**src/rtl/pgidle_pkg.sv**
```systemverilog
package pgidle_pkg;

  localparam int CNT_W = 6;

  typedef enum logic [1:0] {
    RES_CLOSED    = 2'd0,
    RES_HIT       = 2'd1,
    RES_MISS      = 2'd2,
    RES_UNTRACKED = 2'd3
  } accResult_e;

  // strobes from control to datapath
  typedef struct packed {
    logic clearAll;   // drop every open flag this edge
    logic trackAcc;   // current access targets a tracked bank
  } strobe_t;

  // non-linear idle limit, code bit 3 handled by the caller
  function automatic logic [CNT_W-1:0] idleLimit(input logic [2:0] code);
    logic [CNT_W-1:0] lim;
    case (code)
      3'd0: lim = CNT_W'(0);
      3'd1: lim = CNT_W'(2);
      3'd2: lim = CNT_W'(4);
      3'd3: lim = CNT_W'(8);
      3'd4: lim = CNT_W'(10);
      3'd5: lim = CNT_W'(12);
      3'd6: lim = CNT_W'(16);
      default: lim = CNT_W'(32);
    endcase
    return lim;
  endfunction

endpackage

```
**src/rtl/pgidle_ctrl.sv**
```systemverilog
module pgidle_ctrl
  import pgidle_pkg::*;
#(
  parameter int NUM_BANKS = 4,
  localparam int BANK_W = $clog2(NUM_BANKS)
) (
  input  logic              clk,
  input  logic              rstN,
  input  logic              fourBankMode,
  input  logic [3:0]        idleCode,
  input  logic              accValid,
  input  logic [BANK_W-1:0] accBank,
  input  logic              prechargeAll,
  input  logic              closeAck,
  input  logic              anyOpenNext,
  output strobe_t           strobe,
  output logic              closeReq
);

  localparam logic [CNT_W-1:0] CNT_MAX = '1;
  localparam int HALF = NUM_BANKS / 2;

  logic [CNT_W-1:0] idleCnt;
  logic [CNT_W-1:0] cntNext;
  logic             bankInRange;
  logic             fire;
  logic             reqNext;

  always_comb begin
    bankInRange = fourBankMode || (int'(accBank) < HALF);
    strobe.trackAcc = accValid && bankInRange;
    strobe.clearAll = prechargeAll || (closeReq && closeAck);
  end

  // idle cycles since the last accepted access, saturating
  always_comb begin
    if (accValid)              cntNext = '0;
    else if (idleCnt == CNT_MAX) cntNext = idleCnt;
    else                       cntNext = idleCnt + 1'b1;
  end

  always_comb begin
    fire = !idleCode[3] && anyOpenNext && (cntNext == idleLimit(idleCode[2:0]));
    if (strobe.clearAll) reqNext = fire;
    else                 reqNext = closeReq || fire;
  end

  always_ff @(posedge clk) begin
    if (!rstN) begin
      idleCnt  <= CNT_MAX;
      closeReq <= 1'b0;
    end else begin
      idleCnt  <= cntNext;
      closeReq <= reqNext;
    end
  end

endmodule

```
**src/rtl/pgidle_dp.sv**
```systemverilog
module pgidle_dp
  import pgidle_pkg::*;
#(
  parameter int NUM_BANKS = 4,
  parameter int ROW_W     = 13,
  localparam int BANK_W = $clog2(NUM_BANKS)
) (
  input  logic                 clk,
  input  logic                 rstN,
  input  logic                 fourBankMode,
  input  logic [BANK_W-1:0]    accBank,
  input  logic [ROW_W-1:0]     accRow,
  input  strobe_t              strobe,
  output accResult_e           accResult,
  output logic [NUM_BANKS-1:0] openMask,
  output logic                 anyOpenNext
);

  localparam int HALF = NUM_BANKS / 2;

  logic [NUM_BANKS-1:0] openNext;
  logic [ROW_W-1:0]     rowReg [NUM_BANKS];

  for (genvar b = 0; b < NUM_BANKS; b++) begin : g_bank
    logic hitThis;
    logic enabled;
    assign enabled = fourBankMode || (b < HALF);
    assign hitThis = strobe.trackAcc && (int'(accBank) == b);

    always_comb begin
      openNext[b] = (openMask[b] && !strobe.clearAll && enabled) || hitThis;
    end

    always_ff @(posedge clk) begin
      if (!rstN) begin
        openMask[b] <= 1'b0;
        rowReg[b]   <= '0;
      end else begin
        openMask[b] <= openNext[b];
        if (hitThis) rowReg[b] <= accRow;
      end
    end
  end

  assign anyOpenNext = |openNext;

  always_comb begin
    if (!strobe.trackAcc)              accResult = RES_UNTRACKED;
    else if (!openMask[accBank])       accResult = RES_CLOSED;
    else if (rowReg[accBank] == accRow) accResult = RES_HIT;
    else                               accResult = RES_MISS;
  end

endmodule

```
**src/rtl/pgidle_top.sv**
```systemverilog
module pgidle_top
  import pgidle_pkg::*;
#(
  parameter int NUM_BANKS = 4,
  parameter int ROW_W     = 13,
  localparam int BANK_W = $clog2(NUM_BANKS)
) (
  input  logic                 clk,
  input  logic                 rstN,
  input  logic                 fourBankMode,
  input  logic [3:0]           idleCode,
  input  logic                 accValid,
  input  logic [BANK_W-1:0]    accBank,
  input  logic [ROW_W-1:0]     accRow,
  input  logic                 prechargeAll,
  input  logic                 closeAck,
  output logic [1:0]           accResult,
  output logic [NUM_BANKS-1:0] openMask,
  output logic                 closeReq
);

  strobe_t    strobe;
  logic       anyOpenNext;
  accResult_e resEnum;

  pgidle_ctrl #(.NUM_BANKS(NUM_BANKS)) u_ctrl (
    .clk(clk), .rstN(rstN), .fourBankMode(fourBankMode), .idleCode(idleCode),
    .accValid(accValid), .accBank(accBank), .prechargeAll(prechargeAll),
    .closeAck(closeAck), .anyOpenNext(anyOpenNext), .strobe(strobe),
    .closeReq(closeReq)
  );

  pgidle_dp #(.NUM_BANKS(NUM_BANKS), .ROW_W(ROW_W)) u_dp (
    .clk(clk), .rstN(rstN), .fourBankMode(fourBankMode), .accBank(accBank),
    .accRow(accRow), .strobe(strobe), .accResult(resEnum),
    .openMask(openMask), .anyOpenNext(anyOpenNext)
  );

  assign accResult = resEnum;

endmodule

```
**config.mk**
```make
export PLATFORM = sky130hd
export DESIGN_NAME = pgidle_top
export DESIGN_NICKNAME = d
export VERILOG_FILES = /design/src/rtl/pgidle_pkg.sv /design/src/rtl/pgidle_ctrl.sv /design/src/rtl/pgidle_dp.sv /design/src/rtl/pgidle_top.sv
export SDC_FILE = /design/constraint.sdc
export NUM_CORES = 1
export LEC_CHECK = 0
export ABC_CLOCK_PERIOD_IN_PS = 3500
export BUFFER_PORTS_ARGS = -buffer_cell sky130_fd_sc_hd__buf_2
export CAP_MARGIN = 20
export CORE_MARGIN = 2
export CORE_UTILIZATION = 59
export DETAILED_ROUTE_END_ITERATION = 8
export PLACE_DENSITY = 0.82
export SKIP_CTS_REPAIR_TIMING = 1
export SLEW_MARGIN = 25
export SYNTH_ARGS = -nofsm -noshare
export SYNTH_HDL_FRONTEND = slang
export SYNTH_HIERARCHICAL = 1
export SYNTH_SLANG_ARGS = --single-unit
```
**constraint.sdc**
```tcl
create_clock -name clk -period 3.5 [get_ports clk]
set_input_delay 0.7 -clock clk [delete_from_list [all_inputs] [get_ports clk]]
set_output_delay 0.7 -clock clk [all_outputs]
set_load 0.005 [all_outputs]
```
# Word level (Yosys, flattened, before mapping)
# Memory sizes are Yosys's and may differ from the RTL's.
# Cells that the tools add are included.
[totals]
register_bits = 11
latchBits = 0
input_bits = 25
out_inout_bits = 7
mem_bits_ro = 0
ramBits = 52
memories = 1
elab_cells = 78
[op_classes]
n_mux = 26
multipliers = 0
shifts = 0
order_cmp = 2
n_bitwise = 4
eq_ne = 12
n_addsub = 1
n_reduce_logical = 26
div = 0
[memory_table]
columns = ["memory", "depth", "word_bits", "read_ports", "rd_ports_with_merged_regs", "write_ports", "line_no", "source"]
rows = [
  ["u_dp.rowReg", 4, 13, 1, 0, 4, "pgidle_dp.sv:22", "logic [ROW_W-1:0] rowReg [NUM_BANKS];"],
]
[ops]
columns = ["op", "count"]
rows = [
  ["13-bit 2-to-1 mux", 4],
  ["6-bit one-hot mux with 7 select lines", 1],
  ["1-bit 2-to-1 mux", 15],
  ["1-bit logical AND", 14],
  ["13-bit == test", 1],
  ["6-bit 2-to-1 mux", 2],
  ["3-bit == test (second input constant)", 3],
  ["1-bit logical OR", 7],
  ["6-bit by 1-bit adder with 6-bit output (second input constant)", 1],
  ["3-bit by 2-bit == test with 1-bit output (second input constant)", 2],
  ["6-bit == test", 1],
  ["6-bit == test (second input constant)", 1],
  ["2-bit 2-to-1 mux", 3],
  ["2-bit == test (second input constant)", 2],
  ["1-bit bitwise OR", 4],
  ["4-bit OR reduction", 1],
  ["3-bit by 1-bit == test with 1-bit output (second input constant)", 1],
  ["3-bit zero test", 1],
  ["2-bit by 3-bit < comparator with 1-bit output (second input constant)", 1],
  ["1-bit binary-select mux with 2-bit select", 1],
  ["2-bit by 1-bit == test with 1-bit output (second input constant)", 1],
  ["1-bit zero test", 2],
  ["2-bit zero test", 1],
  ["2-bit < comparator (second input constant)", 1],
]

# Longest topological paths before layout
[depth]
word_depth = 11
ltp_mapped = 10
mapped_depth_nobuf = 9

# Modules after synthesis
# Netlist, hierarchy kept.
[modules_own_cells]
columns = ["module", "seq_area_each_um2", "cells_each", "n_inst", "area_per_inst_um2"]
rows = [
  ["pgidle_dp", 1641.6, 181, 1, 2640.0],
  ["pgidle_ctrl", 140.1, 71, 1, 583.1],
]

# Least setup slack after synthesis
# No wires, ideal clock.
[synth_path]
path_kind = "input-to-output"
from = "input accBank[1]"
to = "output accResult[1]"
path_slack_ps = 583
cell_stages = 6
path_buffers = 2
required_ps = 2800
arrival_ps = 2217
path_cell_list = "clkbuf_1 -> buf_2 -> mux4_2 -> xnor2_1 -> nand3_1 -> o41a_1"
[synth_between]
elab_chain_cells = 5
word_cells_on_any_way = 10
[synth_lines]
columns = ["item", "line_no", "source"]
rows = [
  ["from (decl)", "pgidle_top.sv:13", "input logic [BANK_W-1:0] accBank,"],
  ["memory read 4 x 13 bit", "n/a", ""],
  ["13-bit == test", "pgidle_dp.sv:50", "else if (rowReg[accBank] == accRow) accResult = RES_HIT;"],
  ["2-bit 2-to-1 mux", "pgidle_dp.sv:50", ""],
  ["2-bit 2-to-1 mux", "pgidle_dp.sv:49", "else if (!openMask[accBank]) accResult = RES_CLOSED;"],
  ["2-bit 2-to-1 mux *", "pgidle_dp.sv:48", "if (!strobe.trackAcc) accResult = RES_UNTRACKED;"],
  ["to (decl)", "pgidle_top.sv:17", "output logic [1:0] accResult,"],
]
# Mark *: on every way between the ends. The rest lies on a longest branch, timed or not. The select of a mux whose other input is x is not followed.

# Worst setup path after layout
[layout_path]
from = "input accBank[0]"
to = "output accResult[0]"
# Same word-level chain as after synthesis.

==> impl_results.md <==
- Min Tclk post-route: 3.39 ns
- RSZ-0062 raised after global routing: false
- Grt total ovfl: 0
- CTS tree: yes
- Distinct cells, synth: 50
- Maximum VDD drop: 0.353 mV
- YS warnings: 6
- Max_cap viols: 0
- Critical path launch point: accBank[0]
- Crit-path max FO: 17
- Avg Cell Area, Syn: 12.8 um2
- Dpl hpwl: 4.50 mm
- Worst Max-Slew Pin Slew: 0.863 ns
- Top Ports: 32
- Avg WL per Cell: 17.6 um
- Reg-to-reg critical path endpoint: u_ctrl/closeReq
- First-pass GRT wire length: 10.6 mm
- Worst Setup Start Kind: input pin
- Share of layout cells above drive strength 1: 28.3%
- Final Hold Viols: 0
- TNS Setup: 0 ns
- Cell Area, Synth: 0.00322 mm2
- Fin. max-slew vios: 0
- Initial antenna violation count: 0
- Die Area: 0.00607 mm2
- Power Density: 491 mW/mm2
- Vias in the first global route: 2174
- Clock Tree Buf Depth: 2
- Clock transition at path regs: 0.07 ns
- Initial Utilization: 61.9%
- Final clock skew: 0.00447 ns
- Fmax: 0.295 GHz
- Reg-to-Reg Start: u_ctrl/idleCnt[0]
- Sequential fraction of the synthesis area: 55.3%
- Top FF cell, synth: edfxtp_1
- EDFF count, synth: 52
- Antenna diodes: 0
- Die span in y: 77.9 um
- Setup-failing EPs final: 0
- Clock root buffer: clkbuf_8
- Syn Inst Count: 252
- Drc violations: 0
- Met1 GRT Util: 28.7%
- Die W: 77.9 um
- Routed vias/inst: 5.70
- GPL Wtd Cong: 0.793
- PortBufs: 31
- Initial DRC Count: 114
- First-pass iteration count of the detailed router: 4
- Placed instance count: 351
- Routed vias: 2091
- Final nets: 318
- CP endpoint kind: output port
- Routed Antenna Nets: 0
- FF-to-FF setup slack: 1.19 ns
- Fraction of the cycle the final worst path needs: 96.9%
- Crit path to: accResult[0]
- Worst hold path class: reg2reg
- Met2 Use GR: 40.1%
- Leakage: 1.40 nW
- Arrival time worst endpoint: 2.69 ns
- WP data required: 2.80 ns
- FFs w/ async S/R, synth: 0%
- All-Layer GR Usage: 23.8%
- # clock sinks: 63
- Finished Layout Cells: 367
- Largest net degree at the start of global routing: 21
- Core ar.: 0.00520 mm2
- Rel. slew slack: 42.3%
- H-tree depth: 3
- Syn nets: 278
- Synthesis-stage register bit count: 63
- GR peak layer: met2
- Clk_lat worst skew: 0.34 ns
- Routed WL: 6.48 mm
- CTS buffer count: 9
- Status: complete, no violations
- Reg2reg path depth: 7
- Area grow syn2layout: 15.0%
- Site Rows: 26
- WS Path Type: in2out
- Met3 Use GR: 7.33%
[layout by cell type (no fill, tap or decap), types with 4 or more instances in the layout]
| master | count |
|---|---|
| dfxtp_1 | 11 |
| buf_2 | 30 |
| inv_1 | 6 |
| nand2_1 | 11 |
| and2_1 | 55 |
| nand3_1 | 6 |
| o21ai_1 | 4 |
| nand2b_1 | 8 |
| edfxtp_1 | 52 |
| buf_4 | 10 |
| o21ai_0 | 4 |
| nor2b_1 | 5 |
| nor2_1 | 7 |
| xnor2_1 | 15 |
| clkbuf_8 | 9 |
| mux4_2 | 14 |
[flip-flops by register name, indices dropped and copies added, names as in the netlist]
name and flops:
u_ctrl/closeReq 1, u_ctrl/idleCnt 6, u_dp/openMask 4, u_dp/rowReg 52
[routing by layer]
metal	vias up	wire (um)
met5	-	0
li1	995	-
met2	63	3440
met1	1029	2600
met4	0	49
met3	4	389
[final cells by class]
| type | instances | area (um2) |
|---|---|---|
| timing repair buffer | 41 | 233 |
| clock inverter | 7 | 96.3 |
| tap | 70 | 87.6 |
| multi-input combinational | 171 | 1360 |
| inverter | 6 | 22.5 |
| sequential | 63 | 1780 |
| clock buffer | 9 | 124 |
| fill | 363 | 1500 |
[stage by stage]
step / hold slack [ns] / utilization [%] / total power [mW] / area, um2 / worst slack (ns)
3_3_place_gp: 0.486 / 66.9 / 1.12 / 3480 / 0.0721
6_report: 0.507 / 71.2 / 1.82 / 3710 / 0.109
3_5_place_dp: 0.498 / 66.9 / 1.13 / 3480 / 0.0000140
5_1_grt: 0.540 / 71.2 / 1.89 / 3710 / 0.00914
4_1_cts: 0.508 / 71.2 / 1.84 / 3700 / -0.0132
2_1_floorplan: 0.493 / - / 1.06 / 3220 / 0.583
[worst min-delay path by stage]
stage | startpoint | end | cells after the start
floorplan | u_ctrl/closeReq | u_ctrl/closeReq | 2
global placement | u_ctrl/closeReq | u_ctrl/closeReq | 2
detailed placement | u_ctrl/closeReq | u_ctrl/closeReq | 2
CTS | u_ctrl/closeReq | u_ctrl/closeReq | 2
global route | u_dp/openMask[1] | u_dp/openMask[1] | 2
finish | u_ctrl/closeReq | u_ctrl/closeReq | 2
[critical path, stage by stage]
cell,delay (ns)
clkbuf_4,0.31
mux4_2,0.57
xnor2_1,0.22
nand4_1,0.17
o41ai_1,0.52
buf_2,0.20
[Yosys cell counts, types with 2 or more instances]
cell | number | area share [%]
nand2_1 | 11 | 1.3
a31oi_1 | 2 | 0.39
mux4_2 | 14 | 9.8
nand2b_1 | 8 | 1.6
inv_1 | 6 | 0.70
nor3_2 | 2 | 0.62
nand3_1 | 6 | 0.93
clkbuf_1 | 8 | 0.93
nor2b_1 | 5 | 0.97
mux2i_1 | 3 | 0.93
nor3_1 | 3 | 0.47
xnor2_1 | 15 | 4.1
edfxtp_1 | 52 | 48
nand4_1 | 2 | 0.39
a21oi_1 | 3 | 0.47
nor2_1 | 7 | 0.82
dfxtp_1 | 11 | 6.8
and2_1 | 55 | 11
o21ai_0 | 7 | 1.1
buf_2 | 2 | 0.31
[power breakdown]
group / internal (mW) / leakage (nW) / switching [mW]
clock network: 0.403 / 0.114 / 0.298
logic: 0.109 / 0.686 / 0.120
registers: 0.865 / 0.598 / 0.0243
total: 1.38 / 1.40 / 0.442
[cells by family (layout without fill, tap and decap cells)]
group / after synthesis / in the layout / synth area share, %
compound gates: 26 / 26 / 6.09
xor+xnor: 16 / 16 / 4.35
fa+ha+maj: 1 / 1 / 0.388
buf+inv: 18 / 63 / 2.45
flops: 63 / 63 / 55.3
mux: 17 / 17 / 10.7
simple gates: 111 / 111 / 20.7
Note: power is estimated with default switching activity, not from simulation.
